**src/rtl/rgb_ycc_pkg.sv**
```systemverilog
package rgb_ycc_pkg;

  // Coefficient word: signed, with 13 fractional bits.
  localparam int COEF_W = 14;
  localparam int FRAC_W = 13;
  localparam int N_CH   = 3;   // output channels: 0 = Y, 1 = U, 2 = V
  localparam int N_SRC  = 3;   // input components: 0 = R, 1 = G, 2 = B

  typedef logic signed [COEF_W-1:0] coef_t;

  // Weight that input component src contributes to output channel ch.
  function automatic coef_t coef(input int ch, input int src);
    coef_t k;
    k = '0;
    case (ch)
      0: case (src)
           0: k = coef_t'(2104);
           1: k = coef_t'(4130);
           default: k = coef_t'(802);
         endcase
      1: case (src)
           0: k = coef_t'(-1217);
           1: k = coef_t'(-2382);
           default: k = coef_t'(3598);
         endcase
      default: case (src)
           0: k = coef_t'(3598);
           1: k = coef_t'(-3015);
           default: k = coef_t'(-583);
         endcase
    endcase
    return k;
  endfunction

  // Constant added after the shift.
  function automatic int offset(input int ch);
    return (ch == 0) ? 16 : 128;
  endfunction

endpackage

```
**src/rtl/rgb_ycc_valid_pipe.sv**
```systemverilog
module rgb_ycc_valid_pipe #(
  parameter int STAGES = 3
) (
  input  logic              clk,
  input  logic              rst_n,
  input  logic              in_valid,
  output logic [STAGES-1:0] stage_vld
);

  logic [STAGES-1:0] vld_q;
  logic [STAGES-1:0] vld_d;

  always_comb begin
    vld_d = {vld_q[STAGES-2:0], in_valid};
  end

  always_ff @(posedge clk or negedge rst_n) begin
    if (!rst_n) begin
      vld_q <= '0;
    end else begin
      vld_q <= vld_d;
    end
  end

  assign stage_vld = vld_q;

endmodule

```
**src/rtl/rgb_ycc_clamp.sv**
```systemverilog
module rgb_ycc_clamp #(
  parameter int ACC_W = 24,
  parameter int OUT_W = 8
) (
  input  logic signed [ACC_W-1:0] val,
  output logic        [OUT_W-1:0] res
);

  localparam logic signed [ACC_W-1:0] MAX_V = ACC_W'((1 << OUT_W) - 1);

  always_comb begin
    if (val < 0) begin
      res = '0;
    end else if (val > MAX_V) begin
      res = '1;
    end else begin
      res = val[OUT_W-1:0];
    end
  end

endmodule

```
**src/rtl/rgb_ycc_lane.sv**
```systemverilog
module rgb_ycc_lane
  import rgb_ycc_pkg::*;
#(
  parameter int    PIX_W  = 8,
  parameter int    ACC_W  = 24,
  parameter coef_t K_R    = '0,
  parameter coef_t K_G    = '0,
  parameter coef_t K_B    = '0,
  parameter int    OFFSET = 0
) (
  input  logic                       clk,
  input  logic                       en_mul,
  input  logic                       en_sum,
  input  logic                       en_out,
  input  logic [N_SRC-1:0][PIX_W-1:0] pix,
  output logic [PIX_W-1:0]           res
);

  localparam coef_t                   K [N_SRC] = '{K_R, K_G, K_B};
  localparam logic signed [ACC_W-1:0] OFF_EXT   = ACC_W'(OFFSET);

  // Stage 1: one product per input component.
  logic signed [ACC_W-1:0] prod_d [N_SRC];
  logic signed [ACC_W-1:0] prod_q [N_SRC];

  for (genvar t = 0; t < N_SRC; t++) begin : g_term
    logic signed [ACC_W-1:0] pix_ext;
    logic signed [ACC_W-1:0] coef_ext;

    assign pix_ext  = $signed({{(ACC_W-PIX_W){1'b0}}, pix[t]});
    assign coef_ext = $signed({{(ACC_W-COEF_W){K[t][COEF_W-1]}}, K[t]});

    always_comb begin
      prod_d[t] = pix_ext * coef_ext;
    end

    always_ff @(posedge clk) begin
      if (en_mul) begin
        prod_q[t] <= prod_d[t];
      end
    end
  end

  // Stage 2: signed sum of the products.
  logic signed [ACC_W-1:0] sum_d;
  logic signed [ACC_W-1:0] sum_q;

  always_comb begin
    sum_d = prod_q[0] + prod_q[1] + prod_q[2];
  end

  always_ff @(posedge clk) begin
    if (en_sum) begin
      sum_q <= sum_d;
    end
  end

  // Stage 3: floor shift, offset, clamp to one byte.
  logic signed [ACC_W-1:0] shifted;
  logic signed [ACC_W-1:0] biased;
  logic        [PIX_W-1:0] clamped;
  logic        [PIX_W-1:0] res_q;

  always_comb begin
    shifted = sum_q >>> FRAC_W;
    biased  = shifted + OFF_EXT;
  end

  rgb_ycc_clamp #(
    .ACC_W (ACC_W),
    .OUT_W (PIX_W)
  ) u_clamp (
    .val (biased),
    .res (clamped)
  );

  always_ff @(posedge clk) begin
    if (en_out) begin
      res_q <= clamped;
    end
  end

  assign res = res_q;

endmodule

```
**src/rtl/rgb_ycc_conv.sv**
```systemverilog
module rgb_ycc_conv
  import rgb_ycc_pkg::*;
#(
  parameter int PIX_W = 8
) (
  input  logic             clk,
  input  logic             rst_n,
  input  logic             in_valid,
  input  logic [PIX_W-1:0] in_r,
  input  logic [PIX_W-1:0] in_g,
  input  logic [PIX_W-1:0] in_b,
  output logic             out_valid,
  output logic [PIX_W-1:0] out_y,
  output logic [PIX_W-1:0] out_u,
  output logic [PIX_W-1:0] out_v
);

  localparam int STAGES = 3;
  localparam int ACC_W  = PIX_W + COEF_W + 2;

  logic [STAGES-1:0]             stage_vld;
  logic [N_SRC-1:0][PIX_W-1:0]   pix;
  logic [PIX_W-1:0]              lane_res [N_CH];

  assign pix[0] = in_r;
  assign pix[1] = in_g;
  assign pix[2] = in_b;

  rgb_ycc_valid_pipe #(
    .STAGES (STAGES)
  ) u_vpipe (
    .clk       (clk),
    .rst_n     (rst_n),
    .in_valid  (in_valid),
    .stage_vld (stage_vld)
  );

  for (genvar ch = 0; ch < N_CH; ch++) begin : g_lane
    rgb_ycc_lane #(
      .PIX_W  (PIX_W),
      .ACC_W  (ACC_W),
      .K_R    (coef(ch, 0)),
      .K_G    (coef(ch, 1)),
      .K_B    (coef(ch, 2)),
      .OFFSET (offset(ch))
    ) u_lane (
      .clk    (clk),
      .en_mul (in_valid),
      .en_sum (stage_vld[0]),
      .en_out (stage_vld[1]),
      .pix    (pix),
      .res    (lane_res[ch])
    );
  end

  assign out_valid = stage_vld[STAGES-1];
  assign out_y     = lane_res[0];
  assign out_u     = lane_res[1];
  assign out_v     = lane_res[2];

endmodule

```
**config.mk**
```make
export PLATFORM = sky130hd
export DESIGN_NAME = rgb_ycc_conv
export DESIGN_NICKNAME = d
export VERILOG_FILES = /design/src/rtl/rgb_ycc_pkg.sv /design/src/rtl/rgb_ycc_valid_pipe.sv /design/src/rtl/rgb_ycc_clamp.sv /design/src/rtl/rgb_ycc_lane.sv /design/src/rtl/rgb_ycc_conv.sv
export SDC_FILE = /design/constraint.sdc
export NUM_CORES = 1
export LEC_CHECK = 0
export CAP_MARGIN = 20
export CORE_MARGIN = 1
export CORE_UTILIZATION = 60
export CTS_CLUSTER_DIAMETER = 30
export DETAILED_ROUTE_END_ITERATION = 8
export GPL_ROUTABILITY_DRIVEN = 0
export GPL_TIMING_DRIVEN = 0
export PLACE_DENSITY = 0.78
export SYNTH_ARGS = -nofsm -noshare
export SYNTH_HDL_FRONTEND = slang
export SYNTH_SLANG_ARGS = --single-unit
```
**constraint.sdc**
```tcl
create_clock -name clk -period 6.2 [get_ports clk]
set_input_delay 1.24 -clock clk [delete_from_list [all_inputs] [get_ports clk]]
set_output_delay 1.24 -clock clk [all_outputs]
set_load 0.03 [all_outputs]
```
==> results of run 1 <==
==> power by group through the flow <==
stage | Clock (mW) | Combinational, mW | Sequential [mW]
after floorplan | 0 | 6.09 | 3.04
after global routing | 2.71 | 9.78 | 3.11
after global placement | 0 | 8.07 | 3.07
after CTS | 2.65 | 8.71 | 3.06
after detailed placement | 0 | 8.49 | 3.07
final | 2.63 | 8.81 | 3.06
==> path summary, 6_finish.rpt <==
kind                                                         start                                        to  slack, ns  cells after the start
max                                                        in_r[4]  g_lane[1].u_lane.prod_q[0][23]$_DFFE_PP_       0.13                     16
min                           g_lane[0].u_lane.sum_q[13]$_DFFE_PP_     g_lane[0].u_lane.res[0]$_SDFFCE_PN1P_       0.51                      1
max reg2reg                g_lane[2].u_lane.prod_q[0][7]$_DFFE_PP_      g_lane[2].u_lane.sum_q[21]$_DFFE_PP_       2.79                     10
min reg2reg                   g_lane[0].u_lane.sum_q[13]$_DFFE_PP_     g_lane[0].u_lane.res[0]$_SDFFCE_PN1P_       0.51                      1
max in group asynchronous                                    rst_n            u_vpipe.stage_vld[0]$_DFF_PN0_       5.16                      1
min in group asynchronous                                    rst_n            u_vpipe.stage_vld[1]$_DFF_PN0_       0.88                      1
==> through the flow <==
| step | setup WS, ns | setup TNS (ns) | util | instances |
|---|---|---|---|---|
| finish | 0.127 | 0 | 0.697 | 2472 |
| global route | -0.0566 | -0.0566 | 0.697 | 2472 |
| CTS | 0.00500 | 0 | 0.694 | 2468 |
| detailed placement | -0.927 | -10.18 | 0.645 | 2382 |
| global placement | -0.840 | -133.99 | 0.643 | 2380 |
| floorplan | 0.742 | 0 | - | 1874 |
==> sequential cells by signal (all words and copies together) (netlist names) <==
signal / flops
g_lane.u_lane.prod_q: 153
g_lane.u_lane.sum_q: 31
u_vpipe.stage_vld: 3
g_lane.u_lane.res: 24
==> routing by layer <==
metal  vias up  share of wire
met3       116          0.053
met2       448           0.49
met5         -              0
met4         0          0.055
met1      7002           0.41
li1       6614              -
==> layout by cell type (no fill, tap or decap), types with 5 or more instances in the layout <==
cell and count:
a211oi_1 16, a21o_1 40, a21oi_1 84, a31oi_1 14
and3_1 13, bufinv_16 7, clkbuf_1 6, clkbuf_16 49
clkdlybuf4s50_1 39, clkinv_2 5, dlymetal6s2s_1 9, edfxtp_1 208
fa_1 211, ha_1 367, inv_1 378, inv_6 13
nand2_1 50, nand2b_1 20, nand3_1 28, nand4_1 6
nor2_1 61, nor2b_1 9, nor3_1 20, o211ai_1 9
o21a_1 28, o21ai_0 25, o21ai_1 13, o21bai_1 15
o31ai_1 6, or2_2 7, or3_1 14, xnor2_1 109
xor2_1 36
==> area by class of cell <==
class                           count  area (µm²)
Multi-Input combinational cell   1277       13500
Fill cell                        2432       10500
Sequential cell                   211        6320
Inverter                          378        1420
Clock buffer                       49        1230
Timing Repair Buffer               57         637
Tap cell                          455         569
Clock inverter                     37         449
Buffer                              8        38.8
==> cells by family after synthesis <==
kind of cell	after synthesis	share of synthesized area
mux	3	0.00141
xor+xnor	149	0.0614
simple gates	238	0.0546
flops	211	0.297
fa+ha+maj	583	0.419
compound gates	304	0.0973
buf+inv	386	0.0686
==> worst max-delay path: cells and delay by family <==
| family | cells | cell delay (ns) |
|---|---|---|
| buf+inv | 4 | 0.94 |
| xor+xnor | 1 | 0.32 |
| fa+ha+maj | 5 | 2.37 |
| compound gates | 6 | 1.51 |
==> repair_timing <==
action / in CTS / in global routing
buffers inserted: 0 / 3
setup endpoints to repair: 8 / 13
hold buffers: 0 / 0
gates resized for setup: 7 / 15
pin swaps: 0 / 1
gates cloned: 0 / 0
==> results, run 1 <==
- The commonest cells after synthesis are inv_1, ha_1, fa_1.
- For this run, global-route usage on met2 was measured as 0.477.
- The initial antenna violation count is 1.
- The total vias in the final route is 14.2k.
- The die outline area is between 30000 and 40000 µm².
- After detailed routing, the number of vias per cell comes to ~5.7.
- Counting every sink on the clock net gives 211.
- The final layout contains routed wiring with a total length of roughly 48000 µm.
- The cell row count is 68.
- The number of enable-type register cells in the synthesized netlist is 208.
- The layer with the highest usage after global routing is met2.
- The largest driver fanout on the critical path is 7.
- The initial standard-cell utilization of the core is 0.612.
- The post-detailed-placement cell area is around 22000 µm².
- The analysis attributes to cell leakage a power of 11.4 nW.
- The internal power is 8.12 mW.
- The share of flip-flops with an asynchronous set or reset is 0.0142.
- The ratio of total power to cell area is 599 nW/µm².
- The flow ran to the end, and the final reports show no timing, DRC or antenna violations.
- The critical path startpoint category is an input port.
- The detailed-placement wirelength estimate is between 30000 and 40000 µm.
- The final number of max-transition violations is 0.
- The first routing iteration left 884 violations.
- The number of warnings issued by yosys is 0.
- The CTS root buffer is clkbuf_16.
- For this run, the detailed router's first-pass iteration total came to 7.
- Synthesis produced a netlist with a net count of 2484.
- The share of total power dissipated in the clock network is 0.181.
- The signed area change from the synthesized netlist to the final layout is 13.8%.
- The worst setup path category is input port to flop.
- Summing all non-filler instances in the final layout gives an area of between 20000 and 25000 µm².
- The first global-routing pass estimated 77600 µm of wire.
- At the worst endpoint, the arrival time is 6.39 ns.
- The most common cell in the synthesized netlist is inv_1.
- The count of final hold-check violations is 0.
- The kind of end point of the critical path is a flop.
- VDD sags by at most 398 µV.
- The final cycle utilization of the critical path is 0.980.
- The switching power as a share of total power is 0.440.
- Counting flops and latches in the post-synthesis netlist gives 211.
- Clock skew on the completed layout was measured at between 0.02 and 0.025 ns.
- The share of total power dissipated in sequential elements is 0.211.
- The global router's overall resource usage is 0.278.
- The clock buffer count from CTS is 48.
- The count of pins on the block boundary is between 50 and 60.
- The via count of the first global-routing pass is 15.2k.
- The critical path goes through clkdlybuf4s50_1 > fa_2 > ha_1 > inv_1 > fa_1 > fa_1 > inv_1 > ha_1 > inv_1 > o21bai_1 > a21oi_1 > o21ai_1 > a211oi_2 > o41ai_1 > a21oi_1 > xnor2_2.
- In the routed design, unresolved DRC markers number 0.
- After synthesis, the cell types taking the most area are edfxtp_1, ha_1, fa_1.
- The count of distinct cell types in the synthesized netlist is 67.
- The maximum root-to-sink buffer count is 3.
- The vertical die dimension is 190 µm.
- The slowest cell on the critical path is clkdlybuf4s50_1.
- The final number of setup-violating endpoints is 0.
- The sequential element share of the synthesized area is 0.297.
- After layout, the minimum clock period comes to 6.07 ns.
- TritonCTS built the clock tree.
- The count of antenna-violating nets left after detailed routing is 0.
- The delay of the slowest critical-path stage is 0.73 ns.
- The wire length per cell after detailed routing is 19.3 µm.
- The number of diodes is 0.
- At the pin with the least slew margin, the transition time is 0.752 ns.
- The min-delay analysis places its worst path in the category flop to flop.
- The tool flagged a number of max-cap violations equal to 0.
- For this run, global-route usage on met3 was measured as 0.0349.
- Clock latency on the worst-skew pair, taken at its later pin, is 0.54 ns.
- The relative contribution of combinational cells to total power is 0.608.
- Measured along the x axis, the die boundary spans 190 µm.
- Total power for the finished layout comes to 14.5 mW.
- The hold slack is 0.505 ns.
- The combined area of all synthesized cells is around 21000 µm².
- Of the cells placed in the final design, the portion with a size suffix greater than 1 is 0.0605.
- Entering global routing, the biggest net connects 94 pins.
- The clock slew seen by the registers of the worst setup and hold paths is ~0.05 ns.
- STA puts the critical path data required time at 6.52 ns.
- The area fraction of the dominant cell type after synthesis is 0.294.
- Dividing the synthesized area by the synthesized cell count gives 11.3 µm².
- The switching power total is 6.38 mW.
- After technology mapping, the gate count stands at 1874.
- In this design, the critical path's most frequently occurring cell is inv_1.
- The region available for standard cell placement spans 34700 µm².
- The met1 global-route usage is 0.347.
- The port buffer count is 51.
- The largest area contributor in the netlist is edfxtp_1.
- Timing would allow up to 0.165 GHz.
- The headroom to the max-slew limit is 0.497.
- CTS built an H-tree with a depth of 2.
- For this run, the leading register cell type out of synthesis is edfxtp_1.
- At the end of the flow, the number of nets in the layout was 2591.
- Summed over all layers, the global routing overflow is 0.
(Power assumes the default switching activity.)
==> run 2, diff against run 1 <==
ABC_AREA = 1   (was default)
PLACE_DENSITY = 0.77   (was 0.78)
==> run 2 against run 1 <==
  * Critical path depth shrank 2
  * Synthesized area grew 11%
  * Clock skew shrank 0.0020 ns
  * Sequential cell count is the same
  * Sequential share of layout area shrank 2.2 points
  * Count of clock-buffer cells in the layout grew 6
  * Register-to-register slack gained 0.78 ns
  * Design area grew 9.1%
  * Maximum frequency grew 4.2%
  * Critical path type unchanged
  * Highest routed layer unchanged
==> results, run 2 <==
- The maximum root-to-sink buffer count is 3 (unchanged).
- The number of enable-type register cells in the synthesized netlist was 208 (unchanged).
- The fraction of layout cells with a size suffix above 1 is 0.0384 (was 0.0605).
- The top register by number of flip-flops is g_lane.u_lane.prod_q (unchanged).
- The first-pass GRT wire length is 90700 µm (was 77600 µm).
- The final cycle utilization of the critical path was 0.940 (was 0.980).
- The final number of max-transition violations is 0 (unchanged).
- The signed area change from the synthesized netlist to the final layout was 12.2% (was 13.8%).
- The headroom to the max-slew limit is 0.502 (was 0.497).
- The port buffer count is 51 (unchanged).
- The CTS root buffer is clkbuf_16 (unchanged).
- The sequential element share of the synthesized area is 0.269 (was 0.297).
- The total nets after synthesis is 3204 (was 2484).
- The final number of setup-violating endpoints was 0 (unchanged).
- The number of diodes came to 0 (unchanged).
- The data arrival at the endpoint of the critical path is 6.07 ns (was 6.39 ns).
- The horizontal extent of the die is 200 µm (was 190 µm).
- The most common library cell in the layout ignoring fill and taps is inv_1 (unchanged).
- The core outline area was 38600 µm² (was 34700 µm²).
- The number of gates given a new drive strength after cts is 0 (was 7).
- The count of antenna-violating nets left after detailed routing came to 0 (unchanged).
- The clock period minus worst slack is 5.83 ns (was 6.07 ns).
- The via count of the first global-routing pass was 18.4k (was 15.2k).
- The maximum level of the CTS H-tree is 2 (unchanged).
- The number of search-and-repair iterations in the first detailed-routing pass is 6 (was 7).
- The area fraction of the dominant cell type after synthesis is 0.266 (was 0.294).
- The largest net degree at the start of global routing was 80 (was 94).
- The largest clock skew in the final design is 0.0203 ns (was 0.0223 ns).
- The wire length per cell after detailed routing was 17.2 µm (was 19.3 µm).
- The most frequent cell after synthesis is inv_1 (unchanged).
- The critical path startpoint category is an input port (unchanged).
- The die outline area came to 40000 µm² (was 36200 µm²).
- Status: completed (unchanged).
- The number of nets in the finished design came to 3307 (was 2591).
- Cell types with the largest area share after synthesis: edfxtp_1, ha_1, fa_1 (unchanged).
- The detailed-placement wirelength estimate was 45300 µm (was 36800 µm).
- The post-detailed-route DRC marker count is 0 (unchanged).
- The clock slew seen by the registers of the worst setup and hold paths came to 0.05 ns (about the same).
- The count of final hold-check violations is 0 (unchanged).
- The combined area of all synthesized cells is 23500 µm² (was 21300 µm²).
- The final worst slack is 0.373 ns (was 0.127 ns).
- The TritonCTS clock tree is done (unchanged).
- Leading cell types in the layout, fill and taps excluded: inv_1, nand2_1, ha_1, fa_1, edfxtp_1 (was inv_1, ha_1, fa_1, edfxtp_1, xnor2_1).
- Setup repair after global routing left no endpoint under its margin.
- The utilization of the core after routing was 0.683 (was 0.697).
- The number of warnings issued by yosys is 0 (unchanged).
- The largest driver fanout on the critical path is 9 (was 7).
- The startpoint of the lowest-slack hold path is g_lane[0].u_lane.sum_q[14]$_DFFE_PP_ (was g_lane[0].u_lane.sum_q[13]$_DFFE_PP_).
- The worst setup slack after placement is -0.214 ns (was -0.927 ns).
- The type of the tightest min-delay check is flop to flop (unchanged).
- The total vias in the final route is 18.1k (was 14.2k).
- The share of flip-flops with an asynchronous set or reset came to 0.0142 (unchanged).
- The worst setup path category is input port to flop (unchanged).
- The max capacitance violation total is 0 (unchanged).
- The vertical die dimension is 200 µm (was 190 µm).
- The transition at the pin with the smallest max-transition slack is 0.748 ns (was 0.752 ns).
- The startpoint of the worst register-to-register path was g_lane[2].u_lane.prod_q[0][19]$_DFFE_PP_ (was g_lane[2].u_lane.prod_q[0][7]$_DFFE_PP_).
- The number of buffers inserted to repair setup after CTS is 0 (unchanged).
- The cell row count is 72 (was 68).
- The total congestion overflow after global routing is 0 (unchanged).
- The register bit total from synthesis is 211 (unchanged).
- The insertion delay of the later-clocked pin in the worst-skew pair was 0.57 ns (was 0.54 ns).
- The count of pins on the block boundary is 52 (unchanged).
- The flip-flop count of the largest register after layout was 153 (unchanged).
- The total clock sinks was 211 (unchanged).
- The count of distinct cell types in the synthesized netlist is 42 (was 67).
- The clock buffer count from CTS is 47 (was 48).
- The kind of end point of the critical path is a flop (unchanged).
- The timing-limited maximum frequency is 0.172 GHz (was 0.165 GHz).
- Commonest cells post-synth: inv_1, nand2_1, ha_1 (was inv_1, ha_1, fa_1).
- The initial antenna violation count was 0 (was 1).
- The global router's overall resource usage was 0.294 (was 0.278).
- The number of DRC markers in iteration 0 was 1238 (was 884).
- The via density per instance came to 5.57 (was 5.74).
- The flip-flop cell with the highest count after synthesis is edfxtp_1 (unchanged).
- The overall routed net length is 55900 µm (was 47800 µm).
- The initial standard-cell utilization of the core was 0.609 (was 0.612).
- The cell count after synthesis is 2594 (was 1874).
- The required time of the critical path is 6.44 ns (was 6.52 ns).
- The launch point of the critical path was in_r[2] (was in_r[4]).
- The largest area contributor in the netlist was edfxtp_1 (unchanged).
- The average size of a mapped cell is 9.07 µm² (was 11.3 µm²).
- The post-cts hold buffer count is 0 (unchanged).
==> run 2: area by class of cell <==
class | instances | area (µm²)
Buffer | 4 | 28.8
Clock buffer | 55 | 1230
Clock inverter | 33 | 409
Fill cell | 2915 | 12200
Inverter | 507 | 1900
Multi-Input combinational cell | 1872 | 15300
Sequential cell | 211 | 6320
Tap cell | 518 | 648
Timing Repair Buffer | 54 | 594
==> run 2: cells by family after synthesis <==
family | synth area share
and+or+nand+nor | 0.149
xor gates and xnor gates | 0.0473
DFF | 0.269
adders and majority gates | 0.379
buffers and inverters | 0.0821
AOI/OAI and AO/OA | 0.0739
==> run 2: critical path: stages <==
cell             delay, ns
clkdlybuf4s50_1       0.70
fa_1                  0.94
inv_1                 0.17
fa_1                  0.54
fa_1                  0.47
fa_1                  0.56
inv_1                 0.05
ha_1                  0.36
a21oi_1               0.29
o21ai_0               0.18
a21oi_1               0.20
nand2_1               0.09
nand3_1               0.08
nand2_1               0.18
==> run 2: metrics by stage <==
| step | cells | cell area [µm²] | hold slack [ns] | setup TNS, ns |
|---|---|---|---|---|
| global placement | 3163 | 24700 | 0.488 | -113.13 |
| global route | 3254 | 26400 | 0.528 | 0 |
| finish | 3254 | 26400 | 0.495 | 0 |
| CTS | 3253 | 26400 | 0.495 | 0 |
| detailed placement | 3165 | 24700 | 0.492 | -0.877 |
| floorplan | 2594 | 23500 | 0.480 | 0 |
==> run 2: final timing paths <==
path                                                            end  slack (ns)  cells past startpoint
max                        g_lane[1].u_lane.prod_q[0][23]$_DFFE_PP_        0.37                     14
min                           g_lane[0].u_lane.res[1]$_SDFFCE_PN1P_        0.50                      2
max reg2reg                    g_lane[2].u_lane.sum_q[23]$_DFFE_PP_        3.57                      9
min reg2reg                   g_lane[0].u_lane.res[1]$_SDFFCE_PN1P_        0.50                      2
max in group asynchronous            u_vpipe.stage_vld[2]$_DFF_PN0_        5.19                      1
min in group asynchronous            u_vpipe.stage_vld[1]$_DFF_PN0_        0.86                      1
==> run 2: per-layer routing <==
metal	routed length, µm	vias up	track usage
met5	0	-	0
met3	3800	171	0.0482
met1	22500	8527	0.365
li1	-	8693	-
met2	26600	729	0.497
met4	2960	0	0.146
Power of run 2 is left out: the tool's default activity adds up to more than one toggle a clock period on the data nets, which glitch-free logic cannot reach.
